$ cat config.mk
export PLATFORM = sky130hd
export DESIGN_NAME = spi_cmd_crc_guard
export DESIGN_NICKNAME = d
export VERILOG_FILES = /design/src/rtl/crc_guard_pkg.sv /design/src/rtl/crc8_accum.sv /design/src/rtl/frame_tracker.sv /design/src/rtl/spi_cmd_crc_guard.sv
export SDC_FILE = /design/constraint.sdc
export NUM_CORES = 1
export LEC_CHECK = 0
export BUFFER_PORTS_ARGS = -buffer_cell sky130_fd_sc_hd__buf_2
export CORE_MARGIN = 4
export CORE_UTILIZATION = 50
export CTS_CLUSTER_DIAMETER = 80
export DETAILED_ROUTE_END_ITERATION = 10
export PLACE_DENSITY = 0.75
export SETUP_SLACK_MARGIN = 0.2
export SLEW_MARGIN = 20
export SYNTH_ARGS = -nofsm -noshare
export SYNTH_HDL_FRONTEND = slang
export SYNTH_SLANG_ARGS = --single-unit
$ cat constraint.sdc
create_clock -name clk -period 2.5 [get_ports clk]
set_input_delay 0.375 -clock clk [delete_from_list [all_inputs] [get_ports clk]]
set_output_delay 0.375 -clock clk [all_outputs]
set_load 0.02 [all_outputs]
$ cat src/rtl/crc_guard_pkg.sv
package crc_guard_pkg;
  typedef enum logic [1:0] {KIND_PAD = 2'd0, KIND_CMD = 2'd1, KIND_CRC = 2'd2} byte_kind_e;
  typedef enum logic [1:0] {OP_OTHER = 2'd0, OP_READ = 2'd1, OP_WRITE = 2'd2} cmd_op_e;

  // one byte through the CRC register, MSB first
  function automatic logic [7:0] crc8_step(input logic [7:0] cur, input logic [7:0] din,
                                           input logic [7:0] poly);
    logic [7:0] r;
    r = cur ^ din;
    for (int i = 0; i < 8; i++) r = r[7] ? ((r << 1) ^ poly) : (r << 1);
    return r;
  endfunction
endpackage

$ cat src/rtl/crc8_accum.sv
module crc8_accum import crc_guard_pkg::*; #(
  parameter logic [7:0] POLY = 8'h07,
  parameter logic [7:0] INIT = 8'hFF
) (
  input  logic       clk,
  input  logic       rst,
  input  logic       restart,
  input  logic       take,
  input  logic [7:0] din,
  output logic [7:0] crc
);
  logic [7:0] base;
  assign base = restart ? INIT : crc;

  always_ff @(posedge clk) begin
    if (rst)       crc <= INIT;
    else if (take) crc <= crc8_step(base, din, POLY);
    else           crc <= base;
  end
endmodule

$ cat src/rtl/frame_tracker.sv
module frame_tracker import crc_guard_pkg::*; #(
  parameter int CMD_BYTES = 2,
  localparam int CW = $clog2(CMD_BYTES + 2)
) (
  input  logic       clk,
  input  logic       rst,
  input  logic       frame_start,
  input  logic       byte_vld,
  input  logic [1:0] byte_kind,
  input  logic [7:0] byte_data,
  input  logic [7:0] calc_crc,
  output logic       cmd_take,
  output logic       crc_match
);
  logic [CW-1:0] cmd_cnt;
  logic          got_crc;
  logic [7:0]    rx_crc;
  logic          is_cmd, is_crc;

  assign is_cmd   = byte_vld && (byte_kind_e'(byte_kind) == KIND_CMD);
  assign is_crc   = byte_vld && (byte_kind_e'(byte_kind) == KIND_CRC);
  // command bytes feed the CRC only before the CRC byte, and only up to the count
  assign cmd_take = is_cmd && !(got_crc && !frame_start)
                    && (frame_start || cmd_cnt < CW'(CMD_BYTES));

  always_ff @(posedge clk) begin
    if (rst) begin
      cmd_cnt <= '0;
      got_crc <= 1'b0;
      rx_crc  <= '0;
    end else begin
      if (frame_start) begin
        cmd_cnt <= '0;
        got_crc <= 1'b0;
      end
      if (cmd_take) cmd_cnt <= (frame_start ? CW'(0) : cmd_cnt) + CW'(1);
      if (is_cmd && !cmd_take && !got_crc) cmd_cnt <= CW'(CMD_BYTES + 1);
      if (is_crc && (frame_start || !got_crc)) begin
        got_crc <= 1'b1;
        rx_crc  <= byte_data;
      end
    end
  end

  assign crc_match = got_crc && (cmd_cnt == CW'(CMD_BYTES)) && (rx_crc == calc_crc);
endmodule

$ cat src/rtl/spi_cmd_crc_guard.sv
module spi_cmd_crc_guard import crc_guard_pkg::*; #(
  parameter int          ADDR_W      = 4,
  parameter int          STATUS_ADDR = 0,
  parameter int          ERR_BIT     = 6,
  parameter int          CMD_BYTES   = 2,
  parameter logic [7:0]  POLY        = 8'h07,
  parameter logic [7:0]  INIT        = 8'hFF
) (
  input  logic              clk,
  input  logic              rst,
  input  logic              crc_en,
  input  logic              frame_start,
  input  logic              byte_vld,
  input  logic [1:0]        byte_kind,
  input  logic [7:0]        byte_data,
  input  logic              frame_end,
  input  logic [1:0]        cmd_type,
  input  logic [ADDR_W-1:0] cmd_addr,
  input  logic [7:0]        cmd_wdata,
  output logic              decision_vld,
  output logic              exec_ok,
  output logic              wr_allow,
  output logic              rd_allow,
  output logic              err_flag
);
  localparam logic [ADDR_W-1:0] STAT_A = ADDR_W'(STATUS_ADDR);

  logic [7:0] calc_crc;
  logic       cmd_take, crc_match;
  logic       prev_rd_fail;

  crc8_accum #(.POLY(POLY), .INIT(INIT)) u_crc (
    .clk(clk), .rst(rst), .restart(frame_start), .take(cmd_take),
    .din(byte_data), .crc(calc_crc));

  frame_tracker #(.CMD_BYTES(CMD_BYTES)) u_trk (
    .clk(clk), .rst(rst), .frame_start(frame_start), .byte_vld(byte_vld),
    .byte_kind(byte_kind), .byte_data(byte_data), .calc_crc(calc_crc),
    .cmd_take(cmd_take), .crc_match(crc_match));

  cmd_op_e op;
  logic    crc_good, is_wr, is_rd, go, clr;
  assign op       = cmd_op_e'(cmd_type);
  assign is_wr    = (op == OP_WRITE);
  assign is_rd    = (op == OP_READ);
  assign crc_good = !crc_en || crc_match;

  always_comb begin
    go = crc_good;
    if (is_wr && err_flag && (cmd_addr != STAT_A)) go = 1'b0;
    if (is_rd && prev_rd_fail)                     go = 1'b0;
  end
  assign clr = go && is_wr && (cmd_addr == STAT_A) && cmd_wdata[ERR_BIT];

  always_ff @(posedge clk) begin
    if (rst) begin
      decision_vld <= 1'b0;
      exec_ok      <= 1'b0;
      wr_allow     <= 1'b0;
      rd_allow     <= 1'b0;
      err_flag     <= 1'b0;
      prev_rd_fail <= 1'b0;
    end else begin
      decision_vld <= frame_end;
      exec_ok      <= frame_end && go;
      wr_allow     <= frame_end && go && is_wr;
      rd_allow     <= frame_end && go && is_rd;
      if (frame_end) begin
        if (!crc_good)  err_flag <= 1'b1;
        else if (clr)   err_flag <= 1'b0;
        if (is_rd)      prev_rd_fail <= !crc_good;
      end
    end
  end

  // the flag only rises after a frame end with checking on
  assert_flag_rise_R3: assert property (@(posedge clk) disable iff (rst)
    $rose(err_flag) |-> $past(frame_end && crc_en));
  // no write to a non-status register while the flag stands
  assert_no_wr_locked_R4: assert property (@(posedge clk) disable iff (rst)
    (frame_end && err_flag && is_wr && cmd_addr != STAT_A) |=> !wr_allow);
  // the flag falls only through a status write carrying the error bit
  assert_clear_path_R5: assert property (@(posedge clk) disable iff (rst)
    ($fell(err_flag) && !$past(rst)) |->
      $past(frame_end && is_wr && cmd_addr == STAT_A && cmd_wdata[ERR_BIT]));
  // with checking off, a clear flag stays clear
  assert_off_no_set_R7: assert property (@(posedge clk) disable iff (rst)
    (frame_end && !crc_en && !err_flag) |=> !err_flag);
  // decisions follow a frame end by exactly one cycle
  assert_vld_timing_R10: assert property (@(posedge clk) disable iff (rst)
    decision_vld |-> $past(frame_end));
  assert_perm_excl_R10: assert property (@(posedge clk) disable iff (rst)
    (wr_allow || rd_allow) |-> (exec_ok && !(wr_allow && rd_allow)));
endmodule

==> metrics <==
maximum VDD drop 0.000470 V; detailed-route via count 1206; P&R area growth vs syn 11.9%; Logic pwr share 23.3%; number of global-route vias before repair 1142; worst skew pair latency 0.32 ns; hpwl dp around 2500 µm; worst reg-to-reg path cell count 6; GRT Overall Usage 18.6%; CP max stage delay a little over 0.5 ns; Slowest-stage cell, CP dfxtp_1; CTS max path bufs 2; WL/cell 14.7 µm; # DRC 0; Post-Synthesis Cells 162; Pwr Density 495 nW/µm²; H-tree Lvls 1; Clock power frac 22.9%; fin nets 218; yosys warns 0; CP startpoint u_crc.crc[7]; Critical Path RT 2.70 ns; clk slew on worst S/H paths approximately 0.14 ns; Top Registers u_crc.crc x8, u_trk.rx_crc x8, u_trk.cmd_cnt x2; CTS root buf clkbuf_4; fin crit period just over 2 ns; FF-to-FF End err_flag; post-synth top area cell dfxtp_1; Antenna Violating Nets Remaining 0; global-route wire length before repair about 5200 µm; routed wire length 3210 µm; clock skew approximately 0.0052 ns; Leak Pwr 0.667 nW; Die Wd 61.6 µm; CP endpoint err_flag; floorplan row count 19; Initial Utilization ~52%; Ports 35; max-cap violations 0; # diodes 0; Post-Syn Area 1440 µm²; CP Data Arrival Time 2.28 ns; number of port buffers 27; die height ~62 µm; initial antenna violation count 0; worst slew pin tran 0.694 ns; Yosys cell types 38; Final Hold Fails 0; Max Clock Freq around 0.48 GHz; Final Max Tran Viols 0; final hold slack 0.257 ns; Setup crit start kind flip-flop; Pint 0.563 mW; global route overflow 0; fill cell count about 250; Vias/cell 5.53; synth top area cells dfxtp_1 35%, xnor2_1 10%, mux2i_1 7.7%, xor2_1 7.3%, nor2_1 6.0%; Mapped Nets about 190; post-synthesis sequential element count 25; Setup CP Type flip-flop to flip-flop; Core Box Area ~2800 µm²; slew margin rel. 53.7%; Net Switching between 0.2 and 0.25 mW; CP Max Fanout 5; period utilization 83.2%; TritonCTS clock tree done; cts bufs inserted 3; CTS sink cnt 25; switching share of total power 29.2%; register area share after synthesis 34.9%; setup repair bufs after CTS 0; RD Place Congestion 0.859; hold-fix buffer count after cts 0; Flop pwr share 53.8%; final setup vio count 0; Min-Delay Path Class input port to flip-flop; sequence of cells on the critical path xor2_1 -> nor4_1 -> nand4_1 -> o41a_1 -> a311oi_2 -> a41oi_1; syn_area_per_cell 8.86 µm²; status complete, no violations; RSZ-0062 raised after global routing no; Synth top area share 34.9%; share of cells above drive strength 1 19.3%; reg2reg start u_crc.crc[7]; setup total negative slack 0 ns; TritonRoute pass-1 iters 4; 1st-iter DRT viols 31; Resize count post-CTS 0; Crit. End Element flip-flop; largest net degree at the start of global routing 18; Reg2Reg Setup Slack 0.42 ns; die area 3790 µm²
==> Yosys cell counts <==
cell,count
a311oi_2,1
and2_1,2
nand3_1,2
o21ai_1,1
nand2_1,14
buf_6,1
nor3_1,4
xnor2_1,17
a22oi_1,2
a21oi_2,1
or4_1,1
and3_1,3
a21o_1,1
dfxtp_1,25
xor3_1,1
mux2_2,1
o21a_1,1
xor2_1,12
nor2b_1,5
nor2_1,23
a31oi_1,2
inv_1,2
nor4_1,2
buf_2,2
a211o_1,1
a21oi_1,5
a41oi_1,1
o21ai_0,5
nand4_1,1
a211oi_1,2
o41a_1,1
mux2i_1,11
clkbuf_2,1
and3b_1,1
clkbuf_1,3
nand3b_1,1
xnor3_1,2
or2_2,1
==> critical path, delay by kind of cell (launching register included) <==
kind,cells,cell delay (ns)
AO/OA/AOI/OAI,3,0.83
AND/OR/NAND/NOR,2,0.52
flip-flops,1,0.51
XOR/XNOR,1,0.11
==> cells in the final DEF, fill, tap and decap left out, types with 3 or more instances in the layout <==
| master | n |
|---|---|
| clkbuf_4 | 3 |
| nor3_1 | 4 |
| nor2_1 | 23 |
| xor2_1 | 12 |
| o21ai_0 | 5 |
| mux2i_1 | 11 |
| dfxtp_1 | 25 |
| and3_1 | 3 |
| xnor2_1 | 17 |
| nand2_1 | 14 |
| nor2b_1 | 5 |
| buf_2 | 27 |
| a21oi_1 | 5 |
==> final cells by class <==
cell class                 instances  area [µm²]  area share [%]
clock buffer                       3        22.5            1.40
clock inverter                     1        5.00           0.312
inverter                           2        7.51           0.467
multi-input combinational        128         890            55.4
sequential                        25         500            31.2
tap                               31        38.8            2.41
timing repair buffer              28         143            8.88
==> worst min-delay path by stage <==
stage,cells past startpoint,startpoint,to
after global placement,2,prev_rd_fail,prev_rd_fail
after CTS,2,cmd_wdata[6],err_flag
final,2,cmd_wdata[6],err_flag
after floorplan,2,prev_rd_fail,prev_rd_fail
after detailed placement,2,prev_rd_fail,prev_rd_fail
after global routing,2,cmd_wdata[6],err_flag
==> power by group through the flow <==
stage               Clock (mW)  Sequential, mW  Combinational (mW)
global route             0.208           0.430               0.202
floorplan                    0           0.436               0.134
CTS                      0.182           0.427               0.185
detailed placement           0           0.436               0.184
global placement             0           0.435               0.177
finish                   0.182           0.428               0.185
==> per-stage QoR <==
stage          power, mW  instances  cell area [µm²]  util (%)  worst slack [ns]
2_1_floorplan      0.570        162             1440         -             0.740
4_1_cts            0.794        218             1610      58.3             0.421
3_5_place_dp       0.620        214             1580      57.3             0.433
5_1_grt            0.840        218             1610      58.3             0.286
6_report           0.795        218             1610      58.3             0.420
3_3_place_gp       0.612        214             1580      57.3             0.556
==> kinds of logic (layout without fill, tap and decap cells) <==
family	Yosys count	after routing	synth area share, %
DFF	25	25	34.9
AOI/OAI and AO/OA	24	24	11.5
muxes	12	12	8.46
buffers and inverters	9	34	3.14
xor gates and xnor gates	32	32	22.5
and+or+nand+nor	60	60	19.5
==> metal layers <==
metal | global-route usage [%] | share of wire (%) | up-vias
met4 | 8.48 | 0.59 | 0
met5 | 0 | 0 | -
met2 | 30.0 | 49 | 27
li1 | - | - | 603
met1 | 24.1 | 45 | 574
met3 | 3.35 | 5.3 | 2
Power figures use the tool's default switching activity.
